==> config.mk <==
export PLATFORM = sky130hd
export DESIGN_NAME = tri_interval_timer
export DESIGN_NICKNAME = d
export VERILOG_FILES = /design/src/rtl/tmr_pkg.sv /design/src/rtl/tmr_ctrl.sv /design/src/rtl/tmr_channel.sv /design/src/rtl/tmr_regs.sv /design/src/rtl/tri_interval_timer.sv
export SDC_FILE = /design/constraint.sdc
export NUM_CORES = 1
export LEC_CHECK = 0
export BUFFER_PORTS_ARGS = -buffer_cell sky130_fd_sc_hd__buf_2
export CORE_AREA = 4 4 96 98
export CTS_BUF_LIST = sky130_fd_sc_hd__clkbuf_2 sky130_fd_sc_hd__clkbuf_4 sky130_fd_sc_hd__clkbuf_8
export CTS_CLUSTER_SIZE = 8
export DETAILED_ROUTE_END_ITERATION = 6
export DIE_AREA = 0 0 100 102
export PLACE_DENSITY = 0.63
export SLEW_MARGIN = 20
export SYNTH_ARGS = -nofsm -noshare
export SYNTH_HDL_FRONTEND = slang
export SYNTH_SLANG_ARGS = --single-unit
export TNS_END_PERCENT = 10
==> constraint.sdc <==
create_clock -name clk -period 1.99 [get_ports clk]
set_input_delay 0.199 -clock clk [delete_from_list [all_inputs] [get_ports clk]]
set_output_delay 0.199 -clock clk [all_outputs]
set_load 0.03 [all_outputs]
==> src/rtl/tmr_pkg.sv <==
package tmr_pkg;

    typedef enum logic {
        RUN_IDLE   = 1'b0,
        RUN_ACTIVE = 1'b1
    } run_state_t;

    localparam int unsigned CTRL_OFS   = 0;
    localparam int unsigned STATUS_OFS = 1;
    localparam int unsigned START_BIT  = 7;

    function automatic logic [15:0] reload_of(input int unsigned ch);
        case (ch)
            0:       return 16'd32;
            1:       return 16'd3200;
            2:       return 16'd801;
            default: return 16'd100;
        endcase
    endfunction

endpackage

==> src/rtl/tmr_ctrl.sv <==
module tmr_ctrl
    import tmr_pkg::*;
#(
    parameter int unsigned ADDR_W = 3
) (
    input  logic              clk,
    input  logic              rst_n,
    input  logic              wr,
    input  logic [ADDR_W-1:0] addr,
    input  logic [7:0]        wdata,
    output logic              run
);

    run_state_t state_q, state_d;
    logic       start_cmd;

    assign start_cmd = wr && (addr == ADDR_W'(CTRL_OFS)) && wdata[START_BIT];

    always_comb begin
        state_d = state_q;
        unique case (state_q)
            RUN_IDLE:   if (start_cmd) state_d = RUN_ACTIVE;
            RUN_ACTIVE: state_d = RUN_ACTIVE;
        endcase
    end

    always_ff @(posedge clk) begin
        if (!rst_n) state_q <= RUN_IDLE;
        else        state_q <= state_d;
    end

    always_comb begin
        run = (state_q == RUN_ACTIVE);
    end

endmodule

==> src/rtl/tmr_channel.sv <==
module tmr_channel #(
    parameter int unsigned       CNT_W  = 16,
    parameter logic [CNT_W-1:0]  RELOAD = 16'd32
) (
    input  logic             clk,
    input  logic             rst_n,
    input  logic             run,
    input  logic             tick,
    input  logic             ack,
    output logic [CNT_W-1:0] count,
    output logic             pend
);

    logic step, wrap;

    assign step = run && tick;
    assign wrap = step && (count == CNT_W'(1));

    always_ff @(posedge clk) begin
        if (!rst_n) begin
            count <= RELOAD;
            pend  <= 1'b0;
        end else begin
            if (step) count <= wrap ? RELOAD : count - CNT_W'(1);
            if (wrap)     pend <= 1'b1;
            else if (ack) pend <= 1'b0;
        end
    end

endmodule

==> src/rtl/tmr_regs.sv <==
module tmr_regs
    import tmr_pkg::*;
#(
    parameter int unsigned NUM_CH = 3,
    parameter int unsigned CNT_W  = 16,
    parameter int unsigned ADDR_W = 3
) (
    input  logic                         clk,
    input  logic                         rst_n,
    input  logic                         rd,
    input  logic [ADDR_W-1:0]            addr,
    input  logic [NUM_CH-1:0][CNT_W-1:0] cnt,
    input  logic [NUM_CH-1:0]            pend,
    output logic [NUM_CH-1:0]            ack,
    output logic [7:0]                   rdata
);

    logic [7:0] sel;

    always_comb begin
        sel = '0;
        ack = '0;
        if (addr == ADDR_W'(STATUS_OFS)) begin
            sel[NUM_CH-1:0] = pend;
        end
        for (int c = 0; c < NUM_CH; c++) begin
            if (addr == ADDR_W'(2*c + 2)) sel = cnt[c][CNT_W-1 -: 8];
            if (addr == ADDR_W'(2*c + 3)) begin
                sel    = cnt[c][7:0];
                ack[c] = rd;
            end
        end
    end

    always_ff @(posedge clk) begin
        if (!rst_n)  rdata <= '0;
        else if (rd) rdata <= sel;
    end

endmodule

==> src/rtl/tri_interval_timer.sv <==
module tri_interval_timer
    import tmr_pkg::*;
#(
    parameter int unsigned NUM_CH = 3,
    parameter int unsigned CNT_W  = 16,
    localparam int unsigned ADDR_W = $clog2(2*NUM_CH + 2)
) (
    input  logic       clk,
    input  logic       rst_n,
    input  logic       tick,
    input  logic [2:0] bus_addr,
    input  logic       bus_wr,
    input  logic [7:0] bus_wdata,
    input  logic       bus_rd,
    output logic [7:0] bus_rdata,
    output logic       irq
);

    logic                         run;
    logic [NUM_CH-1:0][CNT_W-1:0] cnt;
    logic [NUM_CH-1:0]            pend;
    logic [NUM_CH-1:0]            ack;

    tmr_ctrl #(.ADDR_W(ADDR_W)) u_ctrl (
        .clk   (clk),
        .rst_n (rst_n),
        .wr    (bus_wr),
        .addr  (bus_addr[ADDR_W-1:0]),
        .wdata (bus_wdata),
        .run   (run)
    );

    for (genvar g = 0; g < NUM_CH; g++) begin : g_ch
        tmr_channel #(
            .CNT_W  (CNT_W),
            .RELOAD (CNT_W'(reload_of(g)))
        ) u_chan (
            .clk   (clk),
            .rst_n (rst_n),
            .run   (run),
            .tick  (tick),
            .ack   (ack[g]),
            .count (cnt[g]),
            .pend  (pend[g])
        );
    end

    tmr_regs #(
        .NUM_CH (NUM_CH),
        .CNT_W  (CNT_W),
        .ADDR_W (ADDR_W)
    ) u_regs (
        .clk   (clk),
        .rst_n (rst_n),
        .rd    (bus_rd),
        .addr  (bus_addr[ADDR_W-1:0]),
        .cnt   (cnt),
        .pend  (pend),
        .ack   (ack),
        .rdata (bus_rdata)
    );

    assign irq = |pend;

endmodule

==> results.cfg <==
[routing]
wirelength_um = 8510
vias = 2907
drtAntennaViolNets = 0
dr.pass1.iters = 5
drc = 0
post_drt_via_cell_ratio = 5.601
initialDrtViolationCount = 201
routedWlPerCell_um = 16.40

[cells_and_area]
drive_gt1_share_pct = 17.27
n_antenna_cell = 0
fin_nets = 428
area_growth_pct = 14.53

[worst_setup_path]
criticalPathCategory = reg -> reg
path_depth = 5
cp-start-kind = flip-flop
crit_chain = nor4_1 -> buf_4 -> nand3b_1 -> or4_1 -> a32o_1
slowest_stage = or4_1
worstPathMaxFanout = 5
endpoint_kind = flip-flop
crit_family = simple AND/OR/NAND/NOR gates
cp_num_buf_inv = 1
worstPathRequired_ns = 2.25
max_stage_delay_ns = 0.54
arrival_ns = 2.13
worst-r2r-cell-count = 5

[timing]
hold_viol_final = 0
fmax_ghz = 0.5365
max_slew.worst_pin.slew_ns = 0.4845
setup_viol = 0
rsz0062_at_grt = no
layout_min_cycle_time_ns = 1.864
max-slew-margin-rel_pct = 67.45
maxSlewViolCount = 0
fin_tns_setup_ns = 0
finalCritPeriodShare_pct = 93.66
fin_worst_skew_ns = 0.01423
fin_hold_ws_ns = 0.07948

[synthesis]
synth_cell_type_count = 59
synthXorXnorAreaFrac_pct = 9.175
synth-simple-area-share_pct = 27.53
async_reset_ff_share_pct = 0
synth_edf_count = 0
synth-seq-area-share_pct = 37.01
ys_ff_latch = 60
synth_fa_ha_area_share_pct = 2.313
synth_top_family_by_area = simple AND/OR/NAND/NOR gates
synth-compound-area-share_pct = 15.27
avgSynthCellArea_um2 = 8.541
syn_area_mm2 = 0.003246
syn_inst = 380
synth_fp_nets = 402
muxShareOfSynthArea_pct = 3.971
ys_warn_count = 0
synth_flop_cell = dfxtp_1

[grt]
grt_pass1_wl_um = 14080
antenna_found_initial = 0
grt_usage_pct = 17.71
grt_max_degree = 26
grt-ovfl-total = 0
grt_pass1_vias = 2784

[power_and_ir_drop]
power.leakage_nw = 1.352
p_switching_mw = 0.6906
p_int_mw = 1.867
ir_drop_uv = 334.5
power_switching_share_pct = 27.00
power_density_mw_per_mm2 = 688.1
pwr-share-clk_pct = 44.3
seqPwrFrac_pct = 47.9
combPwrFrac_pct = 7.7

[clock_network]
cts-htree-levels = 3
cts-root-buf = clkbuf_8
cts_max_path_buffers = 2
clkSlewWorstSetupHoldPaths_ns = 0.08
cts_setup_buffers = 0
numClockSinks = 60
clk-insertion-delay-late_ns = 0.36
cts_buffers = 9
cts_tree = yes

[floorplan]
die_area_mm2 = 0.01020
rows = 34
die_h_um = 102
ios = 25
core_area_mm2 = 0.008466
start_util_pct = 38.34
dieWidth_um = 100

[placed_design]
port_buffers = 17
detailed_place_hpwl_um = 6100
globalplace.congestion = 0.8960

[outcome]
outcome = finished, final reports clean

[hold_path]
min_path_type = in -> reg
hold_path_depth = 3

[run]
cap_viol_max_count = 0
-- cell usage after synthesis, drive strengths merged, types with 2 or more instances --
cell      n  area share (%)
a21oi    16             2.5
a221oi    2            0.54
a31o      2            0.54
a31oi     2            0.39
a32o      2            0.62
and3      3            0.58
and4bb    2            0.77
buf      10             1.7
clkbuf   11             1.3
dfxtp    60              37
ha        6             2.3
inv      15             1.7
mux2      5             1.7
mux2i     5             1.5
nand2    21             2.4
nand2b    6             1.2
nand3    15             2.5
nand3b    7             1.6
nand4    14             2.7
nand4b    6             1.6
nor2     47             5.4
nor2b     5            0.96
nor3     13             2.0
nor4      6             2.3
o21a      3            0.69
o21ai    22             3.4
o22ai     3            0.58
o2bb2ai   3            0.81
o311ai    2            0.54
o31ai     6             1.5
o41ai     5             1.6
or3       2            0.39
or3b      2            0.54
or4       3            0.69
xnor2    10             2.7
xor2     24             6.5
-- power by group through the flow --
stage	Combinational (mW)	Clock, mW	Sequential, mW
floorplan	0.119	0	1.27
finish	0.198	1.13	1.23
CTS	0.196	1.15	1.23
global route	0.218	1.21	1.23
global placement	0.194	0	1.25
detailed placement	0.195	0	1.25
-- repair_timing --
item,CTS,global route
hold buffers,0,0
endpoints found under the setup margin,0,1
gates resized for setup,0,1
-- metrics by stage --
step / power, mW / setup WS (ns) / cells / util [%] / cell area (um^2)
CTS: 2.572 / 0.1252 / 519 / 43.84 / 3711
global placement: 1.447 / 0.1770 / 503 / 41.47 / 3511
floorplan: 1.385 / 0.2703 / 380 / - / 3246
detailed placement: 1.450 / 0.1350 / 503 / 41.47 / 3511
finish: 2.558 / 0.1262 / 519 / 43.91 / 3717
global route: 2.653 / 0.005433 / 519 / 43.91 / 3717
-- area by class of cell --
type	count	area [um^2]
fill	853	4748
multi-input combinational	284	1897
sequential	60	1201
timing repair buffer	36	227.7
tap	108	135.1
clock buffer	9	123.9
clock inverter	7	76.32
inverter	15	56.30
-- worst paths after layout --
path                           start                       to  slack, ns
max          g_ch[0].u_chan.count[8]  g_ch[0].u_chan.count[1]       0.13
min reg2reg          u_regs.rdata[0]          u_regs.rdata[0]       0.48
max reg2reg  g_ch[0].u_chan.count[8]  g_ch[0].u_chan.count[1]       0.13
min                     bus_wdata[7]               u_ctrl.run       0.08
-- worst min-delay path, stage by stage --
cell     delay (ns)
buf_2          0.07
a21oi_1        0.05
nor2_1         0.08
-- logic make-up (layout without fill, tap and decap cells) --
group / after synthesis / in the layout
AND/OR/NAND/NOR: 159 / 159
AO/OA/AOI/OAI: 74 / 74
buffers and inverters: 36 / 67
adder cells (fa/ha/maj): 6 / 6
XOR/XNOR: 34 / 34
multiplexers: 11 / 11
flip-flops: 60 / 60
-- routing by layer --
layer | part of all wire [%] | GRT usage [%]
met5 | 0 | 0
met4 | 2.1 | 8.394
met3 | 4.6 | 3.413
met2 | 45 | 27.35
met1 | 48 | 23.94
-- cells in the final DEF, fill, tap and decap left out, types with 6 or more instances in the layout --
| cell type | Yosys | routed |
|---|---|---|
| xor2_1 | 24 | 24 |
| xnor2_1 | 10 | 10 |
| buf_4 | 1 | 19 |
| dfxtp_1 | 60 | 60 |
| nand4b_1 | 6 | 6 |
| nor3_1 | 13 | 13 |
| inv_1 | 15 | 15 |
| ha_1 | 6 | 6 |
| nand2b_1 | 6 | 6 |
| clkbuf_8 | 0 | 9 |
| buf_2 | 6 | 17 |
| o21ai_0 | 22 | 22 |
| nand2_1 | 21 | 21 |
| nand3b_1 | 7 | 7 |
| a21oi_1 | 16 | 16 |
| nand3_1 | 14 | 14 |
| nand4_1 | 14 | 14 |
| nor2_1 | 47 | 47 |
-- state kept, by name (all words and copies together) (netlist names) --
register / count
u_regs.rdata: 8
u_ctrl.run: 1
g_ch.u_chan.count: 48
g_ch.u_chan.pend: 3
Note: power is estimated with default switching activity, not from simulation.
